--- config.mk ---
export PLATFORM = sky130hd
export DESIGN_NAME = prog_shifter
export DESIGN_NICKNAME = d
export VERILOG_FILES = /design/src/rtl/prog_shifter.sv
export SDC_FILE = /design/constraint.sdc
export NUM_CORES = 1
export LEC_CHECK = 0
export BUFFER_PORTS_ARGS = -buffer_cell sky130_fd_sc_hd__buf_4
export CAP_MARGIN = 20
export CORE_ASPECT_RATIO = 0.8
export CORE_UTILIZATION = 38
export DETAILED_ROUTE_END_ITERATION = 10
export MAX_ROUTING_LAYER = met4
export PLACE_DENSITY = 0.63
export SKIP_CTS_REPAIR_TIMING = 1
export SLEW_MARGIN = 20
export SYNTH_ARGS = -nofsm -noshare
export SYNTH_HDL_FRONTEND = slang
export SYNTH_SLANG_ARGS = --single-unit
--- constraint.sdc ---
create_clock -name clk -period 3.9 [get_ports clk]
set_clock_uncertainty 0.05 [all_clocks]
set_input_delay 0.195 -clock clk [delete_from_list [all_inputs] [get_ports clk]]
set_output_delay 0.195 -clock clk [all_outputs]
set_load 0.005 [all_outputs]
--- src/rtl/prog_shifter.sv ---
module prog_shifter #(
  parameter int NGRP   = 3,
  parameter int HW     = 8,
  parameter int OUT_LW = 6,
  parameter int IN_LW  = 5
) (
  input  logic                   clk,
  input  logic                   rst_n,
  input  logic                   start,
  input  logic [1:0]             op,
  input  logic [1:0]             sel,
  input  logic [OUT_LW-1:0]      len,
  input  logic [2:0]             pin_val,
  input  logic [(2**OUT_LW)-1:0] dout_word,
  input  logic [HW-1:0]          half_per,
  output logic                   busy,
  output logic                   done,
  output logic [(2**IN_LW)-1:0]  result,
  output logic [NGRP-1:0]        rst_o,
  output logic [NGRP-1:0]        clk_o,
  output logic [NGRP-1:0]        dat_o,
  output logic [NGRP-1:0]        dat_oe,
  input  logic [NGRP-1:0]        rst_i,
  input  logic [NGRP-1:0]        clk_i,
  input  logic [NGRP-1:0]        dat_i
);
  localparam int OUT_W = 2**OUT_LW;
  localparam int IN_W  = 2**IN_LW;
  localparam logic [1:0] OP_OUT = 2'd1;
  localparam logic [1:0] OP_IN  = 2'd2;
  localparam logic [1:0] LAST   = 2'(NGRP-1);

  typedef enum logic [1:0] {S_IDLE, S_PIN, S_HI, S_LO} st_t;

  st_t               st;
  logic [1:0]        g;
  logic [HW-1:0]     cnt, hreg;
  logic [OUT_LW-1:0] bits;
  logic [IN_LW-1:0]  pos;
  logic [OUT_W-1:0]  sh;
  logic [IN_W-1:0]   cap;
  logic              is_in;

  logic [1:0]        gsel;
  logic [HW-1:0]     hm1;
  logic [IN_W-1:0]   capn;
  logic [OUT_LW-1:0] in_n;
  logic [2:0]        rd;

  assign gsel = (sel >= LAST) ? LAST : sel;
  assign hm1  = (half_per == '0) ? '0 : half_per - 1'b1;
  assign in_n = OUT_LW'(len[IN_LW-1:0]);
  assign capn = cap | (IN_W'(dat_i[g]) << pos);
  assign rd   = {dat_i[g], clk_i[g], rst_i[g]};
  assign busy = (st != S_IDLE);

  always_ff @(posedge clk or negedge rst_n) begin
    if (!rst_n) begin
      st     <= S_IDLE;
      g      <= '0;
      cnt    <= '0;
      hreg   <= '0;
      bits   <= '0;
      pos    <= '0;
      sh     <= '0;
      cap    <= '0;
      is_in  <= 1'b0;
      done   <= 1'b0;
      result <= '0;
      rst_o  <= '0;
      clk_o  <= '0;
      dat_o  <= '0;
      dat_oe <= '1;
    end else begin
      done <= 1'b0;
      case (st)
        S_IDLE: if (start) begin
          g      <= gsel;
          hreg   <= hm1;
          cnt    <= hm1;
          result <= '0;
          cap    <= '0;
          pos    <= '0;
          if (op == OP_OUT) begin
            if (len != '0) begin
              st           <= S_HI;
              is_in        <= 1'b0;
              bits         <= len;
              clk_o[gsel]  <= 1'b1;
              dat_o[gsel]  <= dout_word[0];
              sh           <= dout_word >> 1;
            end else done <= 1'b1;
          end else if (op == OP_IN) begin
            if (in_n != '0) begin
              st           <= S_HI;
              is_in        <= 1'b1;
              bits         <= in_n;
              dat_oe[gsel] <= 1'b0;
              clk_o[gsel]  <= 1'b1;
            end else done <= 1'b1;
          end else begin
            st           <= S_PIN;
            dat_oe[gsel] <= 1'b1;
            rst_o[gsel]  <= pin_val[0];
            clk_o[gsel]  <= pin_val[1];
            dat_o[gsel]  <= pin_val[2];
          end
        end
        S_PIN: if (cnt != '0) cnt <= cnt - 1'b1;
          else begin
            result <= IN_W'(rd);
            done   <= 1'b1;
            st     <= S_IDLE;
          end
        S_HI: if (cnt != '0) cnt <= cnt - 1'b1;
          else begin
            clk_o[g] <= 1'b0;
            cnt      <= hreg;
            bits     <= bits - 1'b1;
            if (is_in) begin
              cap <= capn;
              pos <= pos + 1'b1;
            end
            if (bits == OUT_LW'(1)) begin
              st   <= S_IDLE;
              done <= 1'b1;
              if (is_in) begin
                dat_oe[g] <= 1'b1;
                result    <= capn;
              end
            end else st <= S_LO;
          end
        S_LO: if (cnt != '0) cnt <= cnt - 1'b1;
          else begin
            clk_o[g] <= 1'b1;
            cnt      <= hreg;
            st       <= S_HI;
            if (!is_in) begin
              dat_o[g] <= sh[0];
              sh       <= sh >> 1;
            end
          end
        default: st <= S_IDLE;
      endcase
    end
  end
endmodule

==> results <==
- The HPWL reported at the end of detailed placement is 16.1 mm.
- In the post-synthesis netlist, the biggest area contributors are sky130_fd_sc_hd__dfrtp_1 (47%), sky130_fd_sc_hd__mux2i_1 (7.8%), sky130_fd_sc_hd__nand2_1 (5.9%).
- The latest clock arrival within the worst-skew pair is between 0.4 and 0.5 ns.
- The number of buffers inserted by port buffering is approximately 140.
- Dividing the detail-routed wire length by the instance count gives roughly 17 um.
- The count of final max-slew check failures is 0.
- The number of buffers created by CTS is 17.
- The buffer depth of the longest clock path is 2.
- The total routed wirelength is 23.2 mm.
- The count of inserted antenna diode cells is 0.
- The detailed router placed about 7,500 vias in this run.
- After layout, the design draws a total of approximately 7.5 mW.
- The number of nets handed over by synthesis was roughly 1,100.
- The fraction of power spent switching nets is roughly two fifths.
- The total routing resource utilization after global routing is 20.4%.
- With fillers left out, the area of the finished cells amounts to between 0.01 and 0.015 mm2.
- Setup violations remaining at the end of the flow were counted as 0.
- Cells with a size suffix above 1 make up 21.0% of the layout.
- The relative area change from synthesis to final layout is 23.1%.
- The path type of the worst min-delay path is input port to flip-flop.
- The first-pass GRT wire length is 38.2 mm.
- The final-layout setup total negative slack is 0 ns.
- STA classifies the critical path endpoint as a flip-flop.
- The horizontal die dimension is 173 um.
- The mean area per synthesized cell is roughly 9.5 um2.
- Yosys printed 0 warnings.
- The number of antenna violations at the first check in global routing was 0.
- CTS placed an instance of sky130_fd_sc_hd__clkbuf_16 at the clock tree root.
- The switching power summed over all nets is between 3 and 4 mW.
- At the end of routability-driven placement, the weighted congestion stood at 0.873.
- The first-pass iteration count of the detailed router is 5.
- The count of nets left with antenna violations after detail routing is 0.
- The clock network power share is between 20% and 30%.
- Of the total power, combinational logic draws roughly two fifths.
- By count the netlist is led by sky130_fd_sc_hd__dfrtp_1 (169), sky130_fd_sc_hd__nand2_1 (140), sky130_fd_sc_hd__o21ai_0 (79), sky130_fd_sc_hd__a21oi_1 (75), sky130_fd_sc_hd__mux2i_1 (70).
- Counting every instance in the synthesized netlist gives about 940.
- The largest vdd supply drop is between 500 and 600 uV.
- The starting DRC count in detailed routing is about 630.
- After synthesis, flip-flops and latches occupy between 40% and 50% of the total area.
- The remaining global-route overflow is 0.
- The internal cell power is 4.44 mW.
- The number of synthesized register bits is approximately 170.
- Sequential cells account for between 30 and 40% of the total power.
- The final-report hold violation count is 16.
- The filler cells instantiated in the layout total about 2,200.
- The smallest clock period supported by the final layout is computed as roughly 2.9 ns.
- For this design the static power due to leakage is between 4 and 5 nW.
- The run finished, with violations left.
- The count of pins on the block boundary is between 100 and 150.
- The TritonCTS clock tree is yes.
- The clock drives approximately 170 sinks.
- In the routed design, unresolved DRC markers number 0.
- The floorplan has slightly below 50 rows.
- The number of nets in the layout is about 1,200.
- Setup repair after global routing left no endpoint under its margin.
- The area of the mapped netlist is 0.00893 mm2.
- The max-cap violation count is 0.
- In the synthesized netlist the dominant register cell turns out to be sky130_fd_sc_hd__dfrtp_1.
- The fmax is roughly 350 MHz.
- The worst setup path is launched from a flip-flop.
- The cell with the most instances after synthesis is sky130_fd_sc_hd__dfrtp_1.
- The tightest hold margin is -0.0148 ns.
- The core region area is about 0.023 mm2.
- The floorplan step set the die height to approximately 140 um.
- Counting flops with a built-in enable in the synthesized netlist gives 0.
- Power spread over the standard cell area amounts to 684 mW/mm2.
- Once the floorplan was initialized, standard cells occupied just under 40% of the core.
- The area share of the leading cell type in the synthesized netlist is 47.3%.
- The data required time at the worst endpoint is roughly 4.2 ns.
- The relative max-transition margin is a little under two fifths.
- The kind of critical path is flip-flop to flip-flop.
- The clock tree synthesis step divided the H-tree into 4 levels.
- The cell accounting for the most synthesized area is sky130_fd_sc_hd__dfrtp_1.
- The number of vias per cell after detailed routing is roughly 5.4.
- The total die area is 0.0241 mm2.
- The final reports fail on negative hold slack.
- Of all nets on the critical path, the largest fanout is 8.
- The fraction of synthesis flops using an asynchronous set or reset pin is 100%.
- The number of different library cells in the post-synthesis netlist is 68.
- The measured slew at the worst slew-check pin is about 0.95 ns.
- The final critical path takes up around 73% of the cycle.
- The clock-pin slew on the worst setup and hold paths is around 0.08 ns.
- The instance area at placement is ~0.010 mm2.
- Data arrives at the worst endpoint at 3.19 ns.
- Entering global routing, the biggest net connects 125 pins.
- The number of global-route vias before repair is 7,060.
[layer usage]
layer  wire length [um]  up-vias  global-route usage, %
li1                   -     3625                      -
met1              11300     3583                   29.5
met2              10100      239                   28.5
met3               1670       15                   4.74
met4                177        0                   5.08
met5                  0        -                      -
[registers in the layout, indices dropped and copies added (netlist names), named ones only]
| signal | cells |
|---|---|
| result | 32 |
| cnt | 8 |
| rst_o | 3 |
| st | 2 |
| cap | 32 |
| done | 1 |
| sh | 63 |
| pos | 5 |
| bits | 6 |
| clk_o | 3 |
| dat_o | 3 |
| g | 2 |
| is_in | 1 |
| hreg | 8 |
[cell usage in the layout (no fill, tap or decap), types with 4 or more instances in the layout]
| cell type | instances |
|---|---|
| sky130_fd_sc_hd__o21ai_1 | 38 |
| sky130_fd_sc_hd__ha_1 | 13 |
| sky130_fd_sc_hd__dlygate4sd3_1 | 17 |
| sky130_fd_sc_hd__or3_1 | 5 |
| sky130_fd_sc_hd__a221o_1 | 7 |
| sky130_fd_sc_hd__inv_8 | 5 |
| sky130_fd_sc_hd__mux2_2 | 14 |
| sky130_fd_sc_hd__nand2_1 | 140 |
| sky130_fd_sc_hd__nand3_1 | 9 |
| sky130_fd_sc_hd__a21oi_1 | 75 |
| sky130_fd_sc_hd__or4_1 | 4 |
| sky130_fd_sc_hd__o21ai_0 | 79 |
| sky130_fd_sc_hd__mux2i_1 | 70 |
| sky130_fd_sc_hd__a21o_1 | 5 |
| sky130_fd_sc_hd__o22ai_1 | 6 |
| sky130_fd_sc_hd__dfrtp_1 | 169 |
| sky130_fd_sc_hd__nor2_1 | 67 |
| sky130_fd_sc_hd__buf_4 | 154 |
| sky130_fd_sc_hd__clkbuf_16 | 17 |
| sky130_fd_sc_hd__nand3b_1 | 4 |
| sky130_fd_sc_hd__nor3_1 | 18 |
| sky130_fd_sc_hd__inv_1 | 25 |
| sky130_fd_sc_hd__o31ai_1 | 4 |
| sky130_fd_sc_hd__a22oi_1 | 7 |
| sky130_fd_sc_hd__nor4_1 | 4 |
| sky130_fd_sc_hd__xnor2_1 | 7 |
| sky130_fd_sc_hd__nor3b_2 | 4 |
| sky130_fd_sc_hd__a31oi_1 | 20 |
| sky130_fd_sc_hd__a32o_1 | 4 |
| sky130_fd_sc_hd__nor2b_1 | 5 |
[metrics by stage]
stage	util [%]	setup slack, ns	cells
2_1_floorplan	-	1.51	943
3_3_place_gp	45.0	1.15	1341
3_5_place_dp	45.0	1.06	1341
4_1_cts	47.6	1.05	1373
5_1_grt	48.4	0.879	1390
6_report	48.4	1.04	1390
[cells by family after synthesis]
logic type	after synthesis	share of synthesized area [%]
and+or+nand+nor	300	16.8
AOI/OAI and AO/OA	277	18.3
DFF	172	48.2
buffers and inverters	89	4.48
muxes	84	9.61
adders and majority gates	14	1.96
xor gates and xnor gates	7	0.686
[cell type report]
class | count | area, um2 | area share [%]
sequential | 172 | 4310 | 39.2
inverter | 25 | 93.8 | 0.853
clock inverter | 15 | 165 | 1.50
tap | 306 | 383 | 3.48
multi-input combinational | 682 | 4270 | 38.8
clock buffer | 17 | 425 | 3.87
timing repair buffer | 173 | 1360 | 12.3
[final timing paths]
| check | from | to | slack (ns) | cells after the start |
|---|---|---|---|---|
| min in group asynchronous | rst_n | cnt[1]$_DFFE_PN0P_ | 0.33 | 2 |
| max in group asynchronous | rst_n | sh[11]$_DFFE_PN0P_ | 2.51 | 3 |
| hold reg to reg | sh[3]$_DFFE_PN0P_ | sh[3]$_DFFE_PN0P_ | 0.43 | 2 |
| setup reg to reg | cnt[0]$_DFFE_PN0P_ | cap[3]$_DFFE_PN0P_ | 1.04 | 7 |
| setup / recovery | cnt[0]$_DFFE_PN0P_ | cap[3]$_DFFE_PN0P_ | 1.04 | 7 |
| hold / removal | dout_word[44] | sh[43]$_DFFE_PN0P_ | -0.01 | 3 |
[worst max-delay path, stage by stage (launching register included)]
cell and delay [ns]:
sky130_fd_sc_hd__dfrtp_1 0.43, sky130_fd_sc_hd__inv_1 0.15, sky130_fd_sc_hd__ha_1 0.17, sky130_fd_sc_hd__or4b_1 0.63, sky130_fd_sc_hd__o32a_1 0.66, sky130_fd_sc_hd__nor3b_4 0.47
sky130_fd_sc_hd__a21oi_1 0.13, sky130_fd_sc_hd__nor2_1 0.11
[power groups by stage]
stage	sequential [mW]	combinational, mW	clock, mW
5_1_grt	2.83	3.40	1.83
4_1_cts	2.76	3.05	1.75
6_report	2.76	3.05	1.72
3_3_place_gp	2.78	2.98	0
2_1_floorplan	2.61	2.34	0
3_5_place_dp	2.78	3.05	0
Power figures use the tool's default switching activity.
